## src/rtl/dps_pkg.sv

```systemverilog
package dps_pkg;

  typedef enum logic [2:0] {
    ST_IDLE  = 3'd0,
    ST_BRK   = 3'd1,
    ST_MAK   = 3'd2,
    ST_GAP   = 3'd3,
    ST_FLASH = 3'd4,
    ST_PAUSE = 3'd5
  } dps_state_e;

  localparam logic [2:0] SEL_DIAL  = 3'd0;
  localparam logic [2:0] SEL_MODE  = 3'd1;
  localparam logic [2:0] SEL_GAP   = 3'd2;
  localparam logic [2:0] SEL_FLASH = 3'd3;
  localparam logic [2:0] SEL_PAUSE = 3'd4;
  localparam logic [2:0] SEL_CMD   = 3'd5;
  localparam logic [2:0] SEL_MASK  = 3'd6;

  typedef struct packed {
    logic       fast;
    logic       short_mk;
    logic [3:0] gap;
    logic [3:0] flash;
    logic [3:0] pause;
  } dps_cfg_t;

endpackage

```

## src/rtl/dps_cfg.sv

```systemverilog
module dps_cfg
  import dps_pkg::*;
#(
  parameter logic [3:0] GAP_DEF   = 4'd8,
  parameter logic [3:0] FLASH_DEF = 4'd6,
  parameter logic [3:0] PAUSE_DEF = 4'd4
) (
  input  logic       clk,
  input  logic       rst_n,
  input  logic       wr_en,
  input  logic [2:0] wr_sel,
  input  logic [3:0] wr_data,
  input  logic       busy,
  output dps_cfg_t   cfg,
  output logic       irq_mask
);

  dps_cfg_t cfg_q, cfg_d;
  logic     mask_q, mask_d;
  logic     wr_ok;
  logic     nz;

  assign wr_ok = wr_en && !busy;
  assign nz    = (wr_data != 4'd0);

  always_comb begin
    cfg_d  = cfg_q;
    mask_d = mask_q;
    if (wr_ok) begin
      case (wr_sel)
        SEL_MODE: begin
          cfg_d.fast     = wr_data[0];
          cfg_d.short_mk = wr_data[1];
        end
        SEL_GAP:   if (nz) cfg_d.gap   = wr_data;
        SEL_FLASH: if (nz) cfg_d.flash = wr_data;
        SEL_PAUSE: if (nz) cfg_d.pause = wr_data;
        SEL_MASK:  mask_d = wr_data[0];
        default: ;
      endcase
    end
  end

  always_ff @(posedge clk or negedge rst_n) begin
    if (!rst_n) begin
      cfg_q.fast     <= 1'b0;
      cfg_q.short_mk <= 1'b0;
      cfg_q.gap      <= GAP_DEF;
      cfg_q.flash    <= FLASH_DEF;
      cfg_q.pause    <= PAUSE_DEF;
      mask_q         <= 1'b0;
    end else begin
      cfg_q  <= cfg_d;
      mask_q <= mask_d;
    end
  end

  assign cfg      = cfg_q;
  assign irq_mask = mask_q;

  // the duration codes can never hold the prohibited value
  a_r7_codes_nonzero: assert property (@(posedge clk) disable iff (!rst_n)
    (cfg_q.gap != 4'd0) && (cfg_q.flash != 4'd0) && (cfg_q.pause != 4'd0));

  // configuration is frozen while an operation runs
  a_r8_cfg_frozen: assert property (@(posedge clk) disable iff (!rst_n)
    busy |=> ($stable(cfg_q) && $stable(mask_q)));

endmodule

```

## src/rtl/dps_timer.sv

```systemverilog
module dps_timer #(
  parameter int CNT_W = 14
) (
  input  logic             clk,
  input  logic             rst_n,
  input  logic             tick,
  input  logic             load,
  input  logic [CNT_W-1:0] load_val,
  output logic             done
);

  logic [CNT_W-1:0] cnt_q, cnt_d;

  always_comb begin
    cnt_d = cnt_q;
    if (load)
      cnt_d = load_val;
    else if (tick && (cnt_q != '0))
      cnt_d = cnt_q - 1'b1;
  end

  always_ff @(posedge clk or negedge rst_n) begin
    if (!rst_n) cnt_q <= '0;
    else        cnt_q <= cnt_d;
  end

  assign done = tick && (cnt_q == CNT_W'(1));

  // without a tick the count does not move
  a_r13_hold_no_tick: assert property (@(posedge clk) disable iff (!rst_n)
    (!load && !tick) |=> $stable(cnt_q));

  // each tick removes exactly one unit
  a_r13_step_on_tick: assert property (@(posedge clk) disable iff (!rst_n)
    (!load && tick && (cnt_q != '0)) |=> (cnt_q == $past(cnt_q) - 1'b1));

endmodule

```

## src/rtl/dps_ctrl.sv

```systemverilog
module dps_ctrl
  import dps_pkg::*;
#(
  parameter int PULSE_TICKS = 100,
  parameter int STEP_TICKS  = 94,
  parameter int SEC_TICKS   = 1000,
  parameter int CNT_W       = 14
) (
  input  logic             clk,
  input  logic             rst_n,
  input  dps_cfg_t         cfg,
  input  logic             wr_en,
  input  logic [2:0]       wr_sel,
  input  logic [3:0]       wr_data,
  input  logic             hook_off,
  input  logic             rd_clr,
  input  logic             t_done,
  output logic             t_load,
  output logic [CNT_W-1:0] t_val,
  output logic             busy,
  output logic             dp_out,
  output logic             rx_mute_n,
  output logic             tx_mute_n,
  output logic             done_flag,
  output logic             st_dial,
  output logic             st_flash,
  output logic             st_pause
);

  localparam int PER_SLOW  = PULSE_TICKS;
  localparam int PER_FAST  = PULSE_TICKS / 2;
  localparam int BRK_SL_L  = (PER_SLOW * 3) / 5;
  localparam int BRK_SL_S  = (PER_SLOW * 2 + 1) / 3;
  localparam int BRK_FA_L  = (PER_FAST * 3) / 5;
  localparam int BRK_FA_S  = (PER_FAST * 2 + 1) / 3;
  localparam int MAK_SL_L  = PER_SLOW - BRK_SL_L;
  localparam int MAK_SL_S  = PER_SLOW - BRK_SL_S;
  localparam int MAK_FA_L  = PER_FAST - BRK_FA_L;
  localparam int MAK_FA_S  = PER_FAST - BRK_FA_S;

  dps_state_e       state_q, state_d;
  logic [3:0]       pulses_q, pulses_d;
  logic             flag_q, flag_d;
  logic             flag_set;
  logic             idle_ok;
  logic             go_dial, go_flash, go_pause;
  logic [CNT_W-1:0] brk_len, mak_len;
  logic [CNT_W-1:0] gap_len, flash_len, pause_len;

  assign idle_ok  = (state_q == ST_IDLE) && hook_off && wr_en;
  assign go_dial  = idle_ok && (wr_sel == SEL_DIAL) && (wr_data != 4'd0);
  assign go_flash = idle_ok && (wr_sel == SEL_CMD) && wr_data[0];
  assign go_pause = idle_ok && (wr_sel == SEL_CMD) && !wr_data[0] && wr_data[1];

  always_comb begin
    case ({cfg.fast, cfg.short_mk})
      2'b00:   begin brk_len = CNT_W'(BRK_SL_L); mak_len = CNT_W'(MAK_SL_L); end
      2'b01:   begin brk_len = CNT_W'(BRK_SL_S); mak_len = CNT_W'(MAK_SL_S); end
      2'b10:   begin brk_len = CNT_W'(BRK_FA_L); mak_len = CNT_W'(MAK_FA_L); end
      default: begin brk_len = CNT_W'(BRK_FA_S); mak_len = CNT_W'(MAK_FA_S); end
    endcase
  end

  assign gap_len   = CNT_W'(cfg.gap)   * CNT_W'(STEP_TICKS);
  assign flash_len = CNT_W'(cfg.flash) * CNT_W'(STEP_TICKS);
  assign pause_len = CNT_W'(cfg.pause) * CNT_W'(SEC_TICKS);

  always_comb begin
    state_d  = state_q;
    pulses_d = pulses_q;
    t_load   = 1'b0;
    t_val    = '0;
    flag_set = 1'b0;
    case (state_q)
      ST_IDLE: begin
        if (go_dial) begin
          state_d  = ST_BRK;
          pulses_d = wr_data;
          t_load   = 1'b1;
          t_val    = brk_len;
        end else if (go_flash) begin
          state_d = ST_FLASH;
          t_load  = 1'b1;
          t_val   = flash_len;
        end else if (go_pause) begin
          state_d = ST_PAUSE;
          t_load  = 1'b1;
          t_val   = pause_len;
        end
      end
      ST_BRK: begin
        if (t_done) begin
          state_d = ST_MAK;
          t_load  = 1'b1;
          t_val   = mak_len;
        end
      end
      ST_MAK: begin
        if (t_done) begin
          t_load = 1'b1;
          if (pulses_q > 4'd1) begin
            state_d  = ST_BRK;
            pulses_d = pulses_q - 4'd1;
            t_val    = brk_len;
          end else begin
            state_d  = ST_GAP;
            pulses_d = 4'd0;
            t_val    = gap_len;
          end
        end
      end
      ST_GAP, ST_FLASH, ST_PAUSE: begin
        if (t_done) begin
          state_d  = ST_IDLE;
          flag_set = 1'b1;
        end
      end
      default: state_d = ST_IDLE;
    endcase
  end

  always_comb begin
    flag_d = flag_q;
    if (flag_set)    flag_d = 1'b1;
    else if (rd_clr) flag_d = 1'b0;
  end

  always_ff @(posedge clk or negedge rst_n) begin
    if (!rst_n) begin
      state_q  <= ST_IDLE;
      pulses_q <= 4'd0;
      flag_q   <= 1'b0;
    end else begin
      state_q  <= state_d;
      pulses_q <= pulses_d;
      flag_q   <= flag_d;
    end
  end

  assign busy      = (state_q != ST_IDLE);
  assign st_dial   = (state_q == ST_BRK) || (state_q == ST_MAK) || (state_q == ST_GAP);
  assign st_flash  = (state_q == ST_FLASH);
  assign st_pause  = (state_q == ST_PAUSE);
  assign dp_out    = !((state_q == ST_BRK) || (state_q == ST_FLASH));
  assign rx_mute_n = !st_dial;
  assign tx_mute_n = !st_dial;
  assign done_flag = flag_q;

  // the flag stays up until it is read
  a_r9_flag_sticky: assert property (@(posedge clk) disable iff (!rst_n)
    (flag_q && !rd_clr) |=> flag_q);

  // the flag only rises at the end of a running operation
  a_r9_flag_source: assert property (@(posedge clk) disable iff (!rst_n)
    $rose(flag_q) |-> $past(state_q == ST_GAP || state_q == ST_FLASH || state_q == ST_PAUSE));

  // a break is only ever produced with pulses left to send
  a_r2_break_has_count: assert property (@(posedge clk) disable iff (!rst_n)
    (state_q == ST_BRK) |-> (pulses_q != 4'd0));

  // a running operation never gains extra pulses
  a_r8_no_reload_busy: assert property (@(posedge clk) disable iff (!rst_n)
    (state_q != ST_IDLE) |=> (pulses_q <= $past(pulses_q)));

  // nothing leaves idle while on hook
  a_r12_hook_gate: assert property (@(posedge clk) disable iff (!rst_n)
    ((state_q == ST_IDLE) && !hook_off) |=> (state_q == ST_IDLE));

endmodule

```

## src/rtl/dial_pulse_seq.sv

```systemverilog
module dial_pulse_seq
  import dps_pkg::*;
#(
  parameter int PULSE_TICKS = 100,
  parameter int STEP_TICKS  = 94,
  parameter int SEC_TICKS   = 1000,
  parameter int SYNC_STAGES = 2
) (
  input  logic       clk,
  input  logic       rst_n,
  input  logic       tick,
  input  logic       wr_en,
  input  logic [2:0] wr_sel,
  input  logic [3:0] wr_data,
  input  logic       rd_clr,
  input  logic       hook_off,
  output logic       dp_out,
  output logic       rx_mute_n,
  output logic       tx_mute_n,
  output logic       done_flag,
  output logic       irq,
  output logic       st_dial,
  output logic       st_flash,
  output logic       st_pause
);

  localparam int MAX_TICKS = 15 * SEC_TICKS;
  localparam int CNT_W     = $clog2(MAX_TICKS + 1);

  logic [SYNC_STAGES-1:0] rst_sync_q;
  logic                   rst_i_n;

  always_ff @(posedge clk or negedge rst_n) begin
    if (!rst_n) rst_sync_q <= '0;
    else        rst_sync_q <= {rst_sync_q[SYNC_STAGES-2:0], 1'b1};
  end
  assign rst_i_n = rst_sync_q[SYNC_STAGES-1];

  dps_cfg_t         cfg;
  logic             irq_mask;
  logic             busy;
  logic             t_load;
  logic [CNT_W-1:0] t_val;
  logic             t_done;

  dps_cfg u_cfg (
    .clk      (clk),
    .rst_n    (rst_i_n),
    .wr_en    (wr_en),
    .wr_sel   (wr_sel),
    .wr_data  (wr_data),
    .busy     (busy),
    .cfg      (cfg),
    .irq_mask (irq_mask)
  );

  dps_timer #(.CNT_W(CNT_W)) u_timer (
    .clk      (clk),
    .rst_n    (rst_i_n),
    .tick     (tick),
    .load     (t_load),
    .load_val (t_val),
    .done     (t_done)
  );

  dps_ctrl #(
    .PULSE_TICKS (PULSE_TICKS),
    .STEP_TICKS  (STEP_TICKS),
    .SEC_TICKS   (SEC_TICKS),
    .CNT_W       (CNT_W)
  ) u_ctrl (
    .clk       (clk),
    .rst_n     (rst_i_n),
    .cfg       (cfg),
    .wr_en     (wr_en),
    .wr_sel    (wr_sel),
    .wr_data   (wr_data),
    .hook_off  (hook_off),
    .rd_clr    (rd_clr),
    .t_done    (t_done),
    .t_load    (t_load),
    .t_val     (t_val),
    .busy      (busy),
    .dp_out    (dp_out),
    .rx_mute_n (rx_mute_n),
    .tx_mute_n (tx_mute_n),
    .done_flag (done_flag),
    .st_dial   (st_dial),
    .st_flash  (st_flash),
    .st_pause  (st_pause)
  );

  assign irq = done_flag && irq_mask;

  // the request follows the flag only when unmasked
  a_r9_irq_masked: assert property (@(posedge clk) disable iff (!rst_i_n)
    irq |-> done_flag);

  // mutes are released whenever the line is idle
  a_r10_mute_idle: assert property (@(posedge clk) disable iff (!rst_i_n)
    (!st_dial && !st_flash && !st_pause) |-> (rx_mute_n && tx_mute_n));

endmodule

```

## config.mk

```make
export PLATFORM = sky130hd
export DESIGN_NAME = dial_pulse_seq
export DESIGN_NICKNAME = d
export VERILOG_FILES = /design/src/rtl/dps_pkg.sv /design/src/rtl/dps_cfg.sv /design/src/rtl/dps_timer.sv /design/src/rtl/dps_ctrl.sv /design/src/rtl/dial_pulse_seq.sv
export SDC_FILE = /design/constraint.sdc
export NUM_CORES = 1
export LEC_CHECK = 0
export ABC_AREA = 0
export BUFFER_PORTS_ARGS = -buffer_cell sky130_fd_sc_hd__buf_2
export CAP_MARGIN = 15
export CORE_MARGIN = 2
export CORE_UTILIZATION = 50
export CTS_BUF_LIST = sky130_fd_sc_hd__clkbuf_2 sky130_fd_sc_hd__clkbuf_4 sky130_fd_sc_hd__clkbuf_8
export DETAILED_ROUTE_END_ITERATION = 12
export HOLD_SLACK_MARGIN = 0.15
export PLACE_DENSITY = 0.7
export SETUP_SLACK_MARGIN = 0.5
export SYNTH_ARGS = -nofsm -noshare
export SYNTH_HDL_FRONTEND = slang
export SYNTH_HIERARCHICAL = 1
export SYNTH_SLANG_ARGS = --single-unit
```

## constraint.sdc

```tcl
create_clock -name clk -period 1.32 [get_ports clk]
set_input_delay 0.264 -clock clk [delete_from_list [all_inputs] [get_ports clk]]
set_output_delay 0.264 -clock clk [all_outputs]
set_load 0.01 [all_outputs]
```

## After elaboration in Yosys (flattened, before gate mapping)

Cells that the tools add are included.

| word-level totals | value |
|---|---|
| bits in registers | 39 |
| input bits | 13 |
| logic and storage cells | 104 |

| operators by class | value |
|---|---|
| $add $sub $neg | 2 |
| multipliers | 3 |
| $lt $le $gt $ge | 1 |
| equality and inequality tests | 19 |
| muxes and demuxes | 31 |
| reductions and logical operators | 37 |

Operator list:

| operator | number |
|---|---|
| 2-to-1 mux 14 bit | 6 |
| one-hot mux 14 bit (3 select lines) | 1 |
| one-hot mux 7 bit (3 select lines) | 1 |
| multiplier 4 x 6 -> 10 bit (second input constant) | 2 |
| 2-to-1 mux 3 bit | 6 |
| one-hot mux 6 bit (3 select lines) | 1 |
| == test 3 bit (second input constant) | 5 |
| == test 14 x 1 -> 1 bit (second input constant) | 1 |
| nonzero test 14 bit | 1 |
| subtractor 14 x 1 -> 14 bit (second input constant) | 1 |
| == test 3 x 2 -> 1 bit (second input constant) | 4 |
| logical AND 1 bit | 12 |
| 2-to-1 mux 4 bit | 3 |
| one-hot mux 3 bit (4 select lines) | 1 |
| AND reduction 3 bit | 4 |
| multiplier 4 x 7 -> 11 bit (second input constant) | 1 |
| 2-to-1 mux 11 bit | 1 |
| one-hot mux 4 bit (2 select lines) | 1 |
| 2-to-1 mux 1 bit | 7 |
| == test 3 x 1 -> 1 bit (second input constant) | 2 |
| logical NOT 3 bit | 2 |
| 2-to-1 mux 6 bit | 1 |
| != test 2 bit (second input constant) | 3 |
| nonzero test 2 bit | 3 |
| other kinds (17) | 23 |

## Logic depth before layout (Yosys ltp)

| logic depth | value |
|---|---|
| word-level depth | 11 |
| depth in mapped cells | 14 |

## Cells and area by module

Netlist, hierarchy kept.

By module, submodules not included:

| module | instances | cells an instance | area each (sq um) | seq. area each (sq um) |
|---|---|---|---|---|
| dps_ctrl | 1 | 312 | 2513.7 | 200.2 |
| dps_timer | 1 | 120 | 988.4 | 350.3 |
| dps_cfg | 1 | 41 | 628.1 | 380.4 |
| dial_pulse_seq | 1 | 4 | 60.1 | 50.0 |

## Worst setup path after synthesis

OpenSTA, ideal clock, no wires.

| path | value |
|---|---|
| path kind | register to register |
| start | reg u_cfg.cfg_q, in the netlist u_cfg/cfg[5] |
| end | reg u_timer.cnt_q[8] |
| library setup time | 0.124 ns |
| arrival time | 3.077 ns |
| data required time | 1.196 ns |
| setup slack | -1.881 ns |
| stages on the path, launching flop included | 14 |
| path buffers | 0 |
| period minus slack after synthesis | 3.201 ns |
| path through | dfstp_2 inv_1 fa_1 fa_1 inv_1 ha_1 a211oi_1 nor2_1 o21ai_0 nand2b_1 xor2_1 a221o_1 nand2_1 nand3_1 |

| on the way | value |
|---|---|
| word-level cells in the longest chain between the ends | 5 |

RTL lines:

| what | line | RTL |
|---|---|---|
| start: declaration | dps_cfg.sv:18 | `dps_cfg_t cfg_q, cfg_d;` |
| start signal: assignment | dps_cfg.sv:53 | `cfg_q <= cfg_d;` |
| multiplier 4 x 6 -> 10 bit | dps_ctrl.sv:65 | `assign flash_len = CNT_W'(cfg.flash) * CNT_W'(STEP_TICKS);` |
| 2-to-1 mux 14 bit | dps_ctrl.sv:81 | `end else if (go_flash) begin` |
| 2-to-1 mux 14 bit | dps_ctrl.sv:76 | `if (go_dial) begin` |
| one-hot mux 14 bit (3 select lines) | dps_ctrl.sv:74 | `case (state_q)` |
| via t_val[8] | dial_pulse_seq.sv:43 | `logic [CNT_W-1:0] t_val;` |
| 2-to-1 mux 14 bit | dps_timer.sv:16 | `if (load)` |
| end signal: assignment | dps_timer.sv:24 | `else cnt_q <= cnt_d;` |
| end: declaration | dps_timer.sv:12 | `logic [CNT_W-1:0] cnt_q, cnt_d;` |

The timed path passes the listed nets, and every way through them passes these cells.
A chain may end at the register's enable or synchronous reset.

## Worst setup path in the final report

| path | value |
|---|---|
| start | reg u_cfg.cfg_q, in the netlist u_cfg/cfg[11] |
| end | reg u_timer.cnt_q[9] |

| on the way | value |
|---|---|
| word-level cells in the longest chain between the ends | 5 |

RTL lines:

| what | line | RTL |
|---|---|---|
| multiplier 4 x 6 -> 10 bit | dps_ctrl.sv:64 | `assign gap_len = CNT_W'(cfg.gap) * CNT_W'(STEP_TICKS);` |
| 2-to-1 mux 11 bit | dps_ctrl.sv:101 | `if (pulses_q > 4'd1) begin` |
| 2-to-1 mux 14 bit | dps_ctrl.sv:99 | `if (t_done) begin` |
| one-hot mux 14 bit (3 select lines) | dps_ctrl.sv:74 |  |
| via t_val[9] | dial_pulse_seq.sv:43 |  |
| 2-to-1 mux 14 bit | dps_timer.sv:16 |  |

The timed path passes the listed nets, and every way through them passes these cells.

==> impl_results.md <==
- Outcome: complete, but fails checks
- Violated checks: setup timing
- Detailed-routing iteration count for the pre-antenna-repair pass: 5
- Data arrival time of the critical path: 3420 ps
- Unique cell type count in the Yosys netlist: 73
- Post-detailed-routing wire length: between 10 and 15 mm
- Antenna-violating nets left: 0
- Cell with the largest stage delay on the worst path: sky130_fd_sc_hd__dfstp_2
- Crit path required time: between 1000 and 1500 ps
- Root cell of the clock tree: sky130_fd_sc_hd__clkbuf_8
- Placement row count: 33
- Category of the worst setup path capture point: flip-flop
- Commonest register cell after synthesis: sky130_fd_sc_hd__dfrtp_1
- Initial Utilization: 51.3%
- RePlAce Congestion: 0.923
- Min Tclk post-route: roughly 3300 ps
- Die boundary width: between 90 and 100 um
- Register bit count reported by yosys: 39
- Number of warnings reported in the yosys synthesis log: 6
- CP startpoint kind: flip-flop
- Leakage Power: 3.18 nW
- Number of I/O pins: 21
- Total of endpoints with negative setup slack in the final report: 43
- Total grt overflow: 0
- Pin count of the biggest net entering global routing: 25
- Area grow syn2layout: 50.6%
- Post-Place Worst Slack: -1840 ps
- Clock latency reported for the late side of the worst-skew pair: roughly 300 ps
- MaxCap Viol Count: 0
- Post-layout total power: between 3 and 4 mW
- Worst Clk Skew: between 10 and 15 ps
- Async S/R FF share, synth: 100%
- Global routing usage summed across all routing layers: between 20% and 30%
- CTS H-Tree Depth: 2
- EDFF count, synth: 0
- Count of input and output buffers: 20
- Number of CTS-inserted buffers: 5
- Placeable core area: 0.00818 sq mm
- Drt initial violations: about 250
- Nets@finish: around 730
- Commonest non-fill, non-tap cell in the layout: sky130_fd_sc_hd__buf_4
- Hold WS: 177 ps
- Standard cell area after detailed placement: roughly 0.0056 sq mm
- Final worst path period share: 246%
- Power Density: roughly 600 mW/mm^2
- Final setup slack of the worst path: -1930 ps
- Maximum VDD drop: 0.433 mV
- Via/cell ratio: 5.69
- HPWL after DPL: between 9 and 10 mm
- Cell repeated most along the worst path: sky130_fd_sc_hd__fa_1
- Antenna violations before repair: 0
- Post-CTS clock slew at the launch and capture registers of the worst setup and hold paths: 90 ps
- Number of antenna cells inserted: 0
- Biggest fanout along the worst timing path: 2
- Bufs and invs on worst path: 2
- Die footprint: around 0.0091 sq mm
- Routed wire length per instance: ~17 um
- Sink Count: 39
- Maximum buffer depth of the clock tree: 2
- Final Core Density: between 70% and 80%
- Cell-by-cell trace of the critical path: inv_2 -> fa_1 -> fa_1 -> inv_1 -> ha_4 -> nor2b_2 -> o31a_1 -> o21a_1 -> nor2_1 -> xnor2_1 -> a221o_1 -> nand2_1 -> nand3_2
- Largest stage delay, worst path: 540 ps
- Post-synthesis sequential area ratio: 23.4%
- Vias in the first global route: 4430
- Mean instance size in the synthesized netlist: between 8 and 9 sq um
- Vertical extent of the die: ~96 um
- Largest delay share family, worst path: adder cells
- Drt drc: 0
- Layout cell share with drive strength beyond 1: a little under half
- Final number of hold-violating endpoints: 0
- Via Count: about 4300
- Final Max Slew Viols: 0
- Total of fill cells in the finished design: about 520
- Wire length of the first global-routing pass: between 20 and 25 mm
- Netlist area before placement: about 0.0042 sq mm
- Maximum clock frequency: roughly 300 MHz
- Setup repair after global routing missed its margin: yes
- Worst Path Class, Setup: flip-flop to flip-flop
- Worst min-delay path class: flip-flop to asynchronous set/reset pin
- Final Cell Area: ~0.0063 sq mm
- Synth Instances: between 400 and 500
- Leading cell types in the layout, fill and taps excluded: 135 x sky130_fd_sc_hd__buf_4, 50 x sky130_fd_sc_hd__inv_1, 45 x sky130_fd_sc_hd__ha_1
- Synthesized net count: 560
- CTS tree: done
## worst register-to-register path: cells and delay by family, from the launching register on
family	cells	cell delay, ps
buffers and inverters	2	150
DFF	1	540
xor gates and xnor gates	1	80
AOI/OAI and AO/OA	3	800
adders and majority gates	3	1120
and+or+nand+nor	4	430
## final cells by class
cell class | instances | area [sq um] | share of cell area, %
multi-input cells | 366 | 3420 | 54.2
inverters | 59 | 229 | 3.63
clock inverters | 3 | 43.8 | 0.694
repair buffers | 179 | 1430 | 22.7
well taps | 105 | 131 | 2.08
flip-flops and latches | 39 | 983 | 15.6
clock buffers | 5 | 68.8 | 1.09
## synth_stat cells (3+ instances only)
cell	instances	area share (%)
sky130_fd_sc_hd__nand4_1	10	1.5
sky130_fd_sc_hd__a22oi_1	3	0.54
sky130_fd_sc_hd__dfstp_2	4	2.5
sky130_fd_sc_hd__a311o_1	6	1.4
sky130_fd_sc_hd__nor2_1	41	3.7
sky130_fd_sc_hd__buf_2	3	0.36
sky130_fd_sc_hd__a21o_1	7	1.3
sky130_fd_sc_hd__xor2_1	9	1.9
sky130_fd_sc_hd__ha_1	55	16
sky130_fd_sc_hd__a21oi_1	19	2.3
sky130_fd_sc_hd__or3_1	4	0.60
sky130_fd_sc_hd__fa_1	15	7.2
sky130_fd_sc_hd__mux2i_1	3	0.72
sky130_fd_sc_hd__a211oi_1	7	1.3
sky130_fd_sc_hd__o22ai_1	4	0.60
sky130_fd_sc_hd__xnor2_1	5	1.0
sky130_fd_sc_hd__inv_1	58	5.2
sky130_fd_sc_hd__nand2_1	35	3.1
sky130_fd_sc_hd__nand2b_1	3	0.45
sky130_fd_sc_hd__nor3_4	3	1.2
sky130_fd_sc_hd__clkbuf_1	8	0.72
sky130_fd_sc_hd__nor3_1	11	1.3
sky130_fd_sc_hd__o21ai_0	28	3.3
sky130_fd_sc_hd__nand3_1	8	0.96
sky130_fd_sc_hd__and2_1	5	0.75
sky130_fd_sc_hd__and3_1	3	0.45
sky130_fd_sc_hd__o21a_1	3	0.54
sky130_fd_sc_hd__a2bb2oi_1	3	0.63
sky130_fd_sc_hd__mux2_2	4	1.1
sky130_fd_sc_hd__a22o_1	15	3.1
sky130_fd_sc_hd__dfrtp_1	35	21
sky130_fd_sc_hd__a221o_1	3	0.72
sky130_fd_sc_hd__nor2b_1	9	1.3
## cell families (layout without fill, tap and decap cells)
logic type	count (synthesis)	after routing	share of synthesized area, %
DFF	39	39	23.4
and+or+nand+nor	156	156	20.9
muxes	10	10	2.78
xor gates and xnor gates	14	14	2.93
adders and majority gates	70	70	23.6
buffers and inverters	72	246	6.81
other	1	1	0.0895
AOI/OAI and AO/OA	115	115	19.5
## flip-flops by register name, summed over array words and instances, names as in the netlist
register          cells
rst_sync_q            2
u_cfg/cfg            14
u_cfg/irq_mask        1
u_ctrl/done_flag      1
u_ctrl/pulses_q       4
u_ctrl/state_q        3
u_timer/cnt_q        14
## per-layer routing
layer | GRT usage, % | part of all wire (%)
met1 | 35.5 | 41
met2 | 52.3 | 51
met3 | 4.82 | 4.2
met4 | 9.76 | 3.4
met5 | 0 | 0
## through the flow
step / setup TNS [ps] / instances
3_5_place_dp: -32320 / 726
2_1_floorplan: -27190 / 477
4_1_cts: -33740 / 747
5_1_grt: -37370 / 756
6_report: -34340 / 756
3_3_place_gp: -31260 / 726
## power by group
group          total, mW  internal (mW)  switching [mW]
clock               1.01          0.563           0.447
combinational       1.32          0.683           0.633
sequential          1.44           1.33           0.117
## final timing paths
path | start | endpoint | slack, ps | cells after the start
min reg2reg | rst_sync_q[1] | u_timer/cnt_q[2] | 180 | 0
max in group asynchronous | rst_sync_q[1] | u_cfg/cfg[5] | 610 | 1
max reg2reg | u_cfg/cfg[11] | u_timer/cnt_q[9] | -1930 | 13
min | rst_sync_q[1] | u_timer/cnt_q[2] | 180 | 0
max | u_cfg/cfg[11] | u_timer/cnt_q[9] | -1930 | 13
min in group clk | rst_sync_q[0] | rst_sync_q[1] | 350 | 0
## timing repair
item                                   in CTS  in global routing
setup buffers                              10                  8
setup endpoints to repair                  45                 45
endpoints found under the hold margin       3                  0
gates resized for setup                    67                 25
cloned                                      1                  1
pin swaps                                  43                 27
hold buffers                                2                  0
No activity file was read; power rests on OpenSTA's default activity.
